[config.mk]
export PLATFORM = sky130hd
export DESIGN_NAME = flash_pe_ctrl
export DESIGN_NICKNAME = d
export VERILOG_FILES = /design/src/rtl/flash_pe_pkg.sv /design/src/rtl/flash_cell_array.sv /design/src/rtl/flash_cmd_seq.sv /design/src/rtl/flash_algo_fsm.sv /design/src/rtl/flash_pe_ctrl.sv
export SDC_FILE = /design/constraint.sdc
export NUM_CORES = 1
export LEC_CHECK = 0
export ABC_AREA = 1
export BUFFER_PORTS_ARGS = -buffer_cell sky130_fd_sc_hd__buf_2
export CAP_MARGIN = 30
export CORE_ASPECT_RATIO = 1.4
export CORE_MARGIN = 5
export CORE_UTILIZATION = 25
export DETAILED_ROUTE_END_ITERATION = 8
export PLACE_DENSITY_LB_ADDON = 0.25
export SLEW_MARGIN = 20
export SYNTH_ARGS = -nofsm -noshare
export SYNTH_HDL_FRONTEND = slang
export SYNTH_SLANG_ARGS = --single-unit
[constraint.sdc]
create_clock -name clk -period 6.34 [get_ports clk]
set_clock_uncertainty 0.15 [all_clocks]
set_input_delay 0.634 -clock clk [delete_from_list [all_inputs] [get_ports clk]]
set_output_delay 0.634 -clock clk [all_outputs]
set_load 0.02 [all_outputs]
[src/rtl/flash_pe_pkg.sv]
package flash_pe_pkg;

    typedef enum logic [2:0] {
        ST_READ      = 3'd0,
        ST_PROG      = 3'd1,
        ST_PROT_WAIT = 3'd2,
        ST_FAIL      = 3'd3,
        ST_PRE       = 3'd4,
        ST_ERASE     = 3'd5,
        ST_VERIFY    = 3'd6,
        ST_ALLP_WAIT = 3'd7
    } algo_state_t;

    typedef enum logic {
        SK_PROG  = 1'b0,
        SK_ERASE = 1'b1
    } seq_kind_t;

endpackage

[src/rtl/flash_cell_array.sv]
module flash_cell_array #(
    parameter int ADDR_W = 6,
    parameter int DATA_W = 16
) (
    input  logic              clk,
    input  logic              we,
    input  logic [ADDR_W-1:0] waddr,
    input  logic [DATA_W-1:0] wd,
    input  logic [ADDR_W-1:0] raddr,
    output logic [DATA_W-1:0] rd
);
    localparam int DEPTH = 1 << ADDR_W;

    logic [DATA_W-1:0] cells [DEPTH];

    // Cell contents survive hardware reset, like a non-volatile array.
    always_ff @(posedge clk) begin
        if (we) cells[waddr] <= wd;
    end

    assign rd = cells[raddr];
endmodule

[src/rtl/flash_cmd_seq.sv]
module flash_cmd_seq
    import flash_pe_pkg::*;
#(
    parameter int              ADDR_W  = 6,
    parameter int              DATA_W  = 16,
    parameter logic [ADDR_W-1:0] UA1   = 6'h15,
    parameter logic [ADDR_W-1:0] UA2   = 6'h2A,
    parameter logic [7:0]      CODE_K1 = 8'hAA,
    parameter logic [7:0]      CODE_K2 = 8'h55,
    parameter logic [7:0]      CODE_PG = 8'hA0,
    parameter logic [7:0]      CODE_ER = 8'h80,
    parameter logic [7:0]      CODE_CH = 8'h10,
    parameter logic [7:0]      CODE_RS = 8'hF0
) (
    input  logic              clk,
    input  logic              rst_n,
    input  logic              wr_n,
    input  logic [ADDR_W-1:0] addr,
    input  logic [DATA_W-1:0] wdata,
    input  logic              accept_seq,
    input  logic              accept_rst,
    output logic              start_prog,
    output logic              start_erase,
    output logic              cmd_reset,
    output logic [ADDR_W-1:0] op_addr,
    output logic [DATA_W-1:0] op_data
);
    logic              wr_q;
    logic [ADDR_W-1:0] lat_addr;
    logic [2:0]        step;
    seq_kind_t         kind;

    logic       wr_fall, wr_rise, at_ua1, at_ua2;
    logic [7:0] code;

    assign wr_fall = wr_q & ~wr_n;
    assign wr_rise = ~wr_q & wr_n;
    assign code    = wdata[7:0];
    assign at_ua1  = (lat_addr == UA1);
    assign at_ua2  = (lat_addr == UA2);

    always_ff @(posedge clk or negedge rst_n) begin
        if (!rst_n) begin
            wr_q        <= 1'b1;
            lat_addr    <= '0;
            step        <= 3'd0;
            kind        <= SK_PROG;
            start_prog  <= 1'b0;
            start_erase <= 1'b0;
            cmd_reset   <= 1'b0;
            op_addr     <= '0;
            op_data     <= '0;
        end else begin
            wr_q        <= wr_n;
            start_prog  <= 1'b0;
            start_erase <= 1'b0;
            cmd_reset   <= 1'b0;
            if (wr_fall) lat_addr <= addr;
            if (wr_rise) begin
                if (accept_rst) begin
                    step <= 3'd0;
                    if (code == CODE_RS) cmd_reset <= 1'b1;
                end else if (!accept_seq) begin
                    step <= 3'd0;
                end else begin
                    unique case (step)
                        3'd0: step <= (at_ua1 && code == CODE_K1) ? 3'd1 : 3'd0;
                        3'd1: step <= (at_ua2 && code == CODE_K2) ? 3'd2 : 3'd0;
                        3'd2: begin
                            if (at_ua1 && code == CODE_PG) begin
                                step <= 3'd3;
                                kind <= SK_PROG;
                            end else if (at_ua1 && code == CODE_ER) begin
                                step <= 3'd3;
                                kind <= SK_ERASE;
                            end else begin
                                step <= 3'd0;
                            end
                        end
                        3'd3: begin
                            if (kind == SK_PROG) begin
                                start_prog <= 1'b1;
                                op_addr    <= lat_addr;
                                op_data    <= wdata;
                                step       <= 3'd0;
                            end else begin
                                step <= (at_ua1 && code == CODE_K1) ? 3'd4 : 3'd0;
                            end
                        end
                        3'd4: step <= (at_ua2 && code == CODE_K2) ? 3'd5 : 3'd0;
                        3'd5: begin
                            if (at_ua1 && code == CODE_CH) start_erase <= 1'b1;
                            step <= 3'd0;
                        end
                        default: step <= 3'd0;
                    endcase
                end
            end
        end
    end
endmodule

[src/rtl/flash_algo_fsm.sv]
module flash_algo_fsm
    import flash_pe_pkg::*;
#(
    parameter int ADDR_W    = 6,
    parameter int DATA_W    = 16,
    parameter int NBLK      = 4,
    parameter int PROG_CYC  = 4,
    parameter int PROT_CYC  = 6,
    parameter int STEP_CYC  = 2,
    parameter int ALLP_CYC  = 20
) (
    input  logic              clk,
    input  logic              rst_n,
    input  logic              start_prog,
    input  logic              start_erase,
    input  logic              cmd_reset,
    input  logic [ADDR_W-1:0] prog_addr,
    input  logic [DATA_W-1:0] prog_data,
    input  logic [NBLK-1:0]   prot,
    input  logic [DATA_W-1:0] mem_rdata,
    output logic [ADDR_W-1:0] mem_addr,
    output logic              mem_we,
    output logic [DATA_W-1:0] mem_wdata,
    output logic              busy,
    output logic              done,
    output logic              fail
);
    localparam int BLK_W = (NBLK > 1) ? $clog2(NBLK) : 1;
    localparam int TMR_W = $clog2(PROG_CYC + PROT_CYC + STEP_CYC + ALLP_CYC + 1);
    localparam logic [DATA_W-1:0] ONES = {DATA_W{1'b1}};

    algo_state_t       state, nxt;
    logic [TMR_W-1:0]  tmr;
    logic [ADDR_W-1:0] widx, op_addr_q;
    logic [DATA_W-1:0] op_data_q;

    logic walk, tmr_zero, cur_prot, tgt_prot, step_fire, adv, last_word;
    logic [DATA_W-1:0] bad_bits;

    assign walk      = (state == ST_PRE) || (state == ST_ERASE) || (state == ST_VERIFY);
    assign mem_addr  = (state == ST_PROG) ? op_addr_q : widx;
    assign tmr_zero  = (tmr == '0);
    assign cur_prot  = prot[mem_addr[ADDR_W-1 -: BLK_W]];
    assign tgt_prot  = prot[prog_addr[ADDR_W-1 -: BLK_W]];
    assign step_fire = walk && !cur_prot && tmr_zero;
    assign adv       = walk && (cur_prot || tmr_zero);
    assign last_word = &widx;
    assign bad_bits  = op_data_q & ~mem_rdata;

    // State register
    always_ff @(posedge clk or negedge rst_n) begin
        if (!rst_n) state <= ST_READ;
        else        state <= nxt;
    end

    // Next-state logic
    always_comb begin
        nxt = state;
        unique case (state)
            ST_READ: begin
                if (start_prog)       nxt = tgt_prot ? ST_PROT_WAIT : ST_PROG;
                else if (start_erase) nxt = (&prot) ? ST_ALLP_WAIT : ST_PRE;
            end
            ST_PROG:      if (tmr_zero) nxt = (|bad_bits) ? ST_FAIL : ST_READ;
            ST_PROT_WAIT: if (tmr_zero) nxt = ST_READ;
            ST_ALLP_WAIT: if (tmr_zero) nxt = ST_READ;
            ST_FAIL:      if (cmd_reset) nxt = ST_READ;
            ST_PRE:       if (adv && last_word) nxt = ST_ERASE;
            ST_ERASE:     if (adv && last_word) nxt = ST_VERIFY;
            ST_VERIFY: begin
                if (step_fire && mem_rdata != ONES) nxt = ST_FAIL;
                else if (adv && last_word)          nxt = ST_READ;
            end
            default: nxt = ST_READ;
        endcase
    end

    // Timer, word walker and operand capture
    always_ff @(posedge clk or negedge rst_n) begin
        if (!rst_n) begin
            tmr       <= '0;
            widx      <= '0;
            op_addr_q <= '0;
            op_data_q <= '0;
        end else begin
            unique case (state)
                ST_READ: begin
                    if (start_prog) begin
                        op_addr_q <= prog_addr;
                        op_data_q <= prog_data;
                        tmr <= tgt_prot ? TMR_W'(PROT_CYC - 1) : TMR_W'(PROG_CYC - 1);
                    end else if (start_erase) begin
                        widx <= '0;
                        tmr  <= (&prot) ? TMR_W'(ALLP_CYC - 1) : TMR_W'(STEP_CYC - 1);
                    end
                end
                ST_PROG, ST_PROT_WAIT, ST_ALLP_WAIT: begin
                    if (!tmr_zero) tmr <= tmr - 1'b1;
                end
                ST_PRE, ST_ERASE, ST_VERIFY: begin
                    if (adv) begin
                        widx <= widx + 1'b1;
                        tmr  <= TMR_W'(STEP_CYC - 1);
                    end else begin
                        tmr <= tmr - 1'b1;
                    end
                end
                default: ;
            endcase
        end
    end

    // Outputs
    always_comb begin
        mem_we    = 1'b0;
        mem_wdata = '0;
        unique case (state)
            ST_PROG: begin
                mem_we    = tmr_zero;
                mem_wdata = mem_rdata & op_data_q;
            end
            ST_PRE: begin
                mem_we    = step_fire;
                mem_wdata = '0;
            end
            ST_ERASE: begin
                mem_we    = step_fire;
                mem_wdata = ONES;
            end
            default: ;
        endcase
        busy = (state != ST_READ);
        fail = (state == ST_FAIL);
    end

    always_ff @(posedge clk or negedge rst_n) begin
        if (!rst_n) done <= 1'b0;
        else        done <= (state != ST_READ) && (state != ST_FAIL) && (nxt == ST_READ);
    end
endmodule

[src/rtl/flash_pe_ctrl.sv]
module flash_pe_ctrl #(
    parameter int ADDR_W   = 6,
    parameter int DATA_W   = 16,
    parameter int NBLK     = 4,
    parameter int PROG_CYC = 4,
    parameter int PROT_CYC = 6,
    parameter int STEP_CYC = 2,
    parameter int ALLP_CYC = 20
) (
    input  logic              clk,
    input  logic              rst_n,
    input  logic              wr_n,
    input  logic [ADDR_W-1:0] addr,
    input  logic [DATA_W-1:0] wdata,
    input  logic [NBLK-1:0]   prot,
    output logic [DATA_W-1:0] rdata,
    output logic              busy,
    output logic              done,
    output logic              fail
);
    logic              start_prog, start_erase, cmd_reset;
    logic [ADDR_W-1:0] op_addr, mem_waddr, mem_raddr;
    logic [DATA_W-1:0] op_data, mem_rd, mem_wd;
    logic              mem_we;

    flash_cmd_seq #(
        .ADDR_W(ADDR_W),
        .DATA_W(DATA_W)
    ) u_seq (
        .clk        (clk),
        .rst_n      (rst_n),
        .wr_n       (wr_n),
        .addr       (addr),
        .wdata      (wdata),
        .accept_seq (!busy),
        .accept_rst (fail),
        .start_prog (start_prog),
        .start_erase(start_erase),
        .cmd_reset  (cmd_reset),
        .op_addr    (op_addr),
        .op_data    (op_data)
    );

    flash_algo_fsm #(
        .ADDR_W  (ADDR_W),
        .DATA_W  (DATA_W),
        .NBLK    (NBLK),
        .PROG_CYC(PROG_CYC),
        .PROT_CYC(PROT_CYC),
        .STEP_CYC(STEP_CYC),
        .ALLP_CYC(ALLP_CYC)
    ) u_fsm (
        .clk        (clk),
        .rst_n      (rst_n),
        .start_prog (start_prog),
        .start_erase(start_erase),
        .cmd_reset  (cmd_reset),
        .prog_addr  (op_addr),
        .prog_data  (op_data),
        .prot       (prot),
        .mem_rdata  (mem_rd),
        .mem_addr   (mem_waddr),
        .mem_we     (mem_we),
        .mem_wdata  (mem_wd),
        .busy       (busy),
        .done       (done),
        .fail       (fail)
    );

    assign mem_raddr = busy ? mem_waddr : addr;

    flash_cell_array #(
        .ADDR_W(ADDR_W),
        .DATA_W(DATA_W)
    ) u_arr (
        .clk  (clk),
        .we   (mem_we),
        .waddr(mem_waddr),
        .wd   (mem_wd),
        .raddr(mem_raddr),
        .rd   (mem_rd)
    );

    assign rdata = busy ? '0 : mem_rd;
endmodule

Word-level counts from Yosys, hierarchy flattened
Memories as Yosys holds them, arrays and structs flattened.
Cells that the tools add are included.
Widths: inputs -> output; s select.

storage, ports and cells
  register bits after elaboration = 74
  bits in writable memories = 1024
  bits of input ports = 29
  output and inout bits = 19
  word-level logic and storage cells = 153
  memories kept = 1

memory list
  name         words  width  rd ports  clocked after Yosys merged registers in  write ports  line                    text
  u_arr.cells  64     16     1         0                                        1            flash_cell_array.sv:14  logic [DATA_W-1:0] cells [DEPTH];

cells by class
  $add $sub $neg = 2
  order comparisons = 2
  eq/ne operators = 27
  mux-type cells = 60
  bitwise logic cells = 10
  reductions and logical operators = 36

operators by type and width
  operator              count
  $mux 6                9
  $mux 3                16
  $and 16x16->16        2
  $eq 8x8->1 const B    4
  $pmux 16 s2           1
  $pmux 3 s7            1
  $mux 1                20
  $eq 3x3->1 const B    6
  $pmux 6 s3            1
  $mux 16               1
  $ne 16x16->1 const B  1
  $not 16->16           1
  $reduce_or 16->1      1
  $pmux 3 s5            1
  $eq 3x2->1 const B    4
  $logic_and 1x1->1     12
  $pmux 6 s2            1
  $mux 2                5
  $reduce_and 5->1      2
  $logic_not 3->1       3
  $eq 8x5->1 const B    1
  $eq 8x7->1 const B    1
  $reduce_and 4->1      2
  $add 6x1->6 const B   1
  other kinds (24)      40

Depth between registers and ports, before layout
  word-level depth = 12
  mapped depth = 26
  mapped depth without buffers = 25

Hierarchy
From an unflattened synthesis, not the netlist that was laid out.

unflattened totals
  cells, all modules = 4118
  area, all modules = 46218.1 µm²

modules (own cells, without submodules)
  module            times used  cells each  area each (µm²)  sequential area each (µm²)
  flash_cell_array  1           3501        41778.8          30749.5
  flash_algo_fsm    1           353         2523.7           950.9
  flash_cmd_seq     1           211         1711.6           902.1
  flash_pe_ctrl     1           53          203.9            0.0

Worst setup path before layout
Ideal clock, no wire load.

  path type = register to register
  start point = register u_fsm.state[1]
  end point = memory u_arr.cells[0][9] (data pin)
  arrival time = 4.531 ns
  required time = 5.471 ns
  setup slack = 0.939 ns
  cell stages (with the launch flop) = 17
  path buffers = 3
  clock period less this slack = 5.401 ns
  cell sequence = dfrtp_1 inv_2 nand3_2 buf_6 nand2_1 nand3_1 nand2_2 inv_2 buf_6 buf_4 nand3_1 nand3_1 nand3_1 nand3_1 nand3_1 nand2_1 o31ai_1

between the ends
  word-level cells in the longest chain between the ends = 6
  elaborated cells between the ends (all ways) = 8
  classes of those cells = eq/ne (2); mux (3); bitwise (1); reduce/logical (1); memory (1)

ends and longest elaborated chain
  element                 line                                         text
  from (decl)             flash_algo_fsm.sv:32                         algo_state_t state, nxt;
  from (signal assigned)  flash_algo_fsm.sv:53                         else state <= nxt;
  $eq 3x1->1              flash_algo_fsm.sv:41, flash_algo_fsm.sv:117
  $mux 6                  flash_algo_fsm.sv:41                         assign mem_addr = (state == ST_PROG) ? op_addr_q : widx;
  $mux 6                  flash_pe_ctrl.sv:70                          assign mem_raddr = busy ? mem_waddr : addr;
  $mem_v2 64x16           --
  $and 16x16->16          flash_algo_fsm.sv:120                        mem_wdata = mem_rdata & op_data_q;
  $pmux 16 s2 (*)         flash_algo_fsm.sv:117                        unique case (state)
  via mem_wd[9]           flash_pe_ctrl.sv:23                          logic [DATA_W-1:0] op_data, mem_rd, mem_wd;
  to (decl)               flash_cell_array.sv:14

The timed path passes the listed nets; every way through them passes the cells marked *.

Worst setup path in the final report
  start point = register u_fsm.state[0]
  end point = output port rdata[9]

between the ends
  word-level cells in the longest chain between the ends = 5
  elaborated cells between the ends (all ways) = 6
  classes of those cells = eq/ne (1); mux (3); reduce/logical (1); memory (1)

ends and longest elaborated chain
  element        line                  text
  $eq 3x1->1     flash_algo_fsm.sv:41
  $mux 6         flash_algo_fsm.sv:41
  $mux 6         flash_pe_ctrl.sv:70
  $mem_v2 64x16  --
  $mux 16 (*)    flash_pe_ctrl.sv:84   assign rdata = busy ? '0 : mem_rd;
  to (decl)      flash_pe_ctrl.sv:16   output logic [DATA_W-1:0] rdata,

Every way passes the cells marked *; elsewhere a longest branch is shown, timed or not.

==> results.toml <==
[timing]
timing.final.max_slew_violations = 0
layout_min_cycle_time_ns = 6.12
setup_viol = 0
fin_hold_ws_ns = 0.0642
tightestPinTransition_ns = 0.914
max_freq_mhz = 163
tns_ns = 0
final_hold_violating_endpoints = 0
worst_slew_margin_rel = 0.391
final_worst_path_cycle_share = 0.965
rsz_0062_raised_after_global_routing = "false"

[worst_setup_path]
timing.critical_path.cells = "nand3_2 -> o21ai_2 -> inv_2 -> nand2_1 -> o21ai_4 -> inv_2 -> buf_4 -> nand3_1 -> nand3_1 -> nand3_1 -> nand2_1 -> nor2_1 -> buf_2"
crit_top_cell = "sky130_fd_sc_hd__nand3_1"
rrSetupSlack_ns = 0.99
end_kind = "output pin"
critical_path_peak_fanout = 21
path_class = "flip-flop to output pin"
cp.required_ns = 5.56
setup.worst_path.start_class = "flip-flop"
crit_start = "u_fsm.state[0]"
slowest_stage = "sky130_fd_sc_hd__dfrtp_1"
critical-path-max-stage-delay_ns = 0.77
worstReg2RegStart = "u_fsm.state[0]"
worstPathArrival_ns = 5.34

[logic_synthesis]
synth_edf_count = 1024
synth_simple_gate_area_share = 0.229
post_synth_inst_count = 3970
yosysMostFrequentCell = "sky130_fd_sc_hd__nand2_1"
xor_and_xnor_area_share_after_synthesis = 0.000765
synthesis.yosys.warnings = 0
postSynthNetCount = 4002
synth_adder_area_share = 0.000820
avgSynthCellArea_sq_um = 11.5
yosysTopAreaCell = "sky130_fd_sc_hd__edfxtp_1"
post_synth_most_frequent_cells = "sky130_fd_sc_hd__nand2_1, sky130_fd_sc_hd__nand3_1, sky130_fd_sc_hd__edfxtp_1"
ys_types = 42
netlist_area_sq_um = 45800
synth-compound-area-share = 0.0110
post_synth_main_area_contributors = "sky130_fd_sc_hd__edfxtp_1, sky130_fd_sc_hd__nand3_1, sky130_fd_sc_hd__nand2_1"
dominantRegCellSynth = "sky130_fd_sc_hd__edfxtp_1"
async_flop_share = 0.0674
synth_top_family_by_area = "simple AND/OR/NAND/NOR gates"
synthMuxAreaShare = 0.00344
area_share_of_the_leading_cell_type_in_the_synthesized_netlist = 0.672
synth_sequential_area_ratio = 0.712
yosys_register_bits = 1098

[pwr]
comb_power_share = 0.488
power.internal_w = 0.0152
pwr_density_cell_nw_per_um2 = 537
power_w = 0.0284
clkPwrFrac = 0.223
power_leakage_nw = 19.0
p_sw_frac = 0.464
sequentialPowerShare = 0.289
psw_w = 0.0132
ir_drop_mv = 0.834

[floorplanning]
core_sq_um = 182000
i_o_pin_total = 48
die_height_um = 516
fp-row-count = 185
start_util = 0.252
die_w_um = 372
die_area_sq_um = 192000

[clocking]
cts_max_level = 3
cts.repair_timing.setup_buffer_count = 0
ctsLongestPathBuffers = 3
cts-buffers-inserted = 100
cts_tree = "built"
cts_sinks = 1098
clkTransAtPathRegs_ns = 0.07
clk_latency_ns = 0.72
cts_root_buf = "sky130_fd_sc_hd__clkbuf_16"

[finish]
finish.net_count = 4092
area_delta_synth_final_pct = 15.7
final.fill_count = 18500
drive_gt1_frac = 0.108
postLayoutCellArea_sq_um = 53000

[status]
run_status = "finished clean"

[routing]
drt_wl_total_um = 143000
drt_drc_violations_left = 0
detail_route.first_pass.iterations = 6
wire_length_per_cell_after_detailed_routing_um = 21.7
drt_first_iter_violations = 2568
ant_nets = 0
vias_per_cell = 4.65
route.vias.total = 30600

[placed_design]
detailed_placement_wirelength_estimate_um = 82600
gp_congestion = 0.800
portBuffers = 47
placement.cell_area_sq_um = 49400

[global_route]
antenna_found_initial = 5
grt_usage = 0.146
first_pass_grt_wire_length_um = 211000
first_global_vias = 30300
grt_overflow_total = 0
largest_net_degree_at_the_start_of_global_routing = 129

[hold_path]
min_from = "wdata[5]"
min-delay-path-class = "input port to flip-flop"

[run]
cap_viol_max_count = 0
## kinds of logic after synthesis
kind of cell | count (synthesis)
and+or+nand+nor | 2390
DFF | 1098
buffers and inverters | 372
AOI/OAI and AO/OA | 89
muxes | 14
xor gates and xnor gates | 4
adders and majority gates | 3
## per-layer routing
layer	part of all wire	vias up	track usage
met2	0.51	773	0.263
met4	0.030	0	0.0471
li1	-	14200	-
met1	0.42	15400	0.185
met3	0.039	174	0.0126
met5	0	-	0
## path summary, 6_finish.rpt
check	end	cells past startpoint
max in group asynchronous	u_seq.wr_q	3
hold / removal	u_seq.cmd_reset	3
min in group asynchronous	u_seq.step[2]	2
setup / recovery	rdata[9]	13
hold reg to reg	u_seq.op_data[6]	2
setup reg to reg	u_arr.cells[1][0]	14
## sequential cells by signal, indices dropped and copies added (netlist names), 6 cells and up
name	cells
u_arr.cells	1024
u_fsm.op_addr_q	6
u_fsm.op_data_q	16
u_fsm.tmr	6
u_fsm.widx	6
u_seq.lat_addr	6
u_seq.op_addr	6
u_seq.op_data	16
## placed cells by master (no fill, tap or decap), types with 14 or more instances in the layout
cell type and count:
sky130_fd_sc_hd__a21oi_1 15, sky130_fd_sc_hd__buf_12 23, sky130_fd_sc_hd__buf_2 46, sky130_fd_sc_hd__buf_4 143, sky130_fd_sc_hd__clkbuf_1 17, sky130_fd_sc_hd__clkbuf_16 102, sky130_fd_sc_hd__clkinv_1 17, sky130_fd_sc_hd__clkinvlp_4 14
sky130_fd_sc_hd__dfrtp_1 73, sky130_fd_sc_hd__edfxtp_1 1024, sky130_fd_sc_hd__inv_1 126, sky130_fd_sc_hd__mux2_2 14, sky130_fd_sc_hd__nand2_1 1113, sky130_fd_sc_hd__nand3_1 1086, sky130_fd_sc_hd__nand4_1 15, sky130_fd_sc_hd__nor2_1 122
sky130_fd_sc_hd__nor2_2 20, sky130_fd_sc_hd__o21ai_0 41, sky130_fd_sc_hd__o21ai_4 18
## power by group through the flow
| stage | sequential [W] | combinational (W) | clock (W) |
|---|---|---|---|
| 2_1_floorplan | 0.00840 | 0.00857 | 0 |
| 6_report | 0.00823 | 0.0139 | 0.00633 |
| 3_5_place_dp | 0.00839 | 0.0141 | 0 |
| 3_3_place_gp | 0.00839 | 0.0140 | 0 |
| 4_1_cts | 0.00823 | 0.0141 | 0.00646 |
| 5_1_grt | 0.00824 | 0.0150 | 0.00674 |
## per-stage QoR
stage               setup slack [ns]  utilization  std cells
floorplan                      0.939            -       3970
global route                  0.0139        0.291       6578
finish                         0.219        0.291       6579
detailed placement             0.894        0.272       6376
CTS                           0.0980        0.291       6576
global placement               0.961        0.272       6374
## layout make-up
cell class / count / area, sq um / area share
antenna: 2 / 5.00 / 0.0000945
clock buffer: 123 / 2670 / 0.0504
clock inverter: 65 / 702 / 0.0133
inverter: 134 / 513 / 0.00969
multi-input combinational: 2500 / 11500 / 0.217
sequential: 1098 / 32600 / 0.616
tap: 2431 / 3040 / 0.0574
timing repair buffer: 226 / 1910 / 0.0361
## timing repair
item / 4_1_cts / 5_1_grt
resized for setup: 0 / 0
hold buffers: 12 / 0
hold endpoints to repair: 84 / 0
## worst max-delay path, delay by kind of cell, from the launching register on
family,cells,cell delay [ns]
buf+inv,4,1.33
flops,1,0.77
compound gates,2,0.65
simple gates,7,1.82
Note: power is estimated with default switching activity, not from simulation.
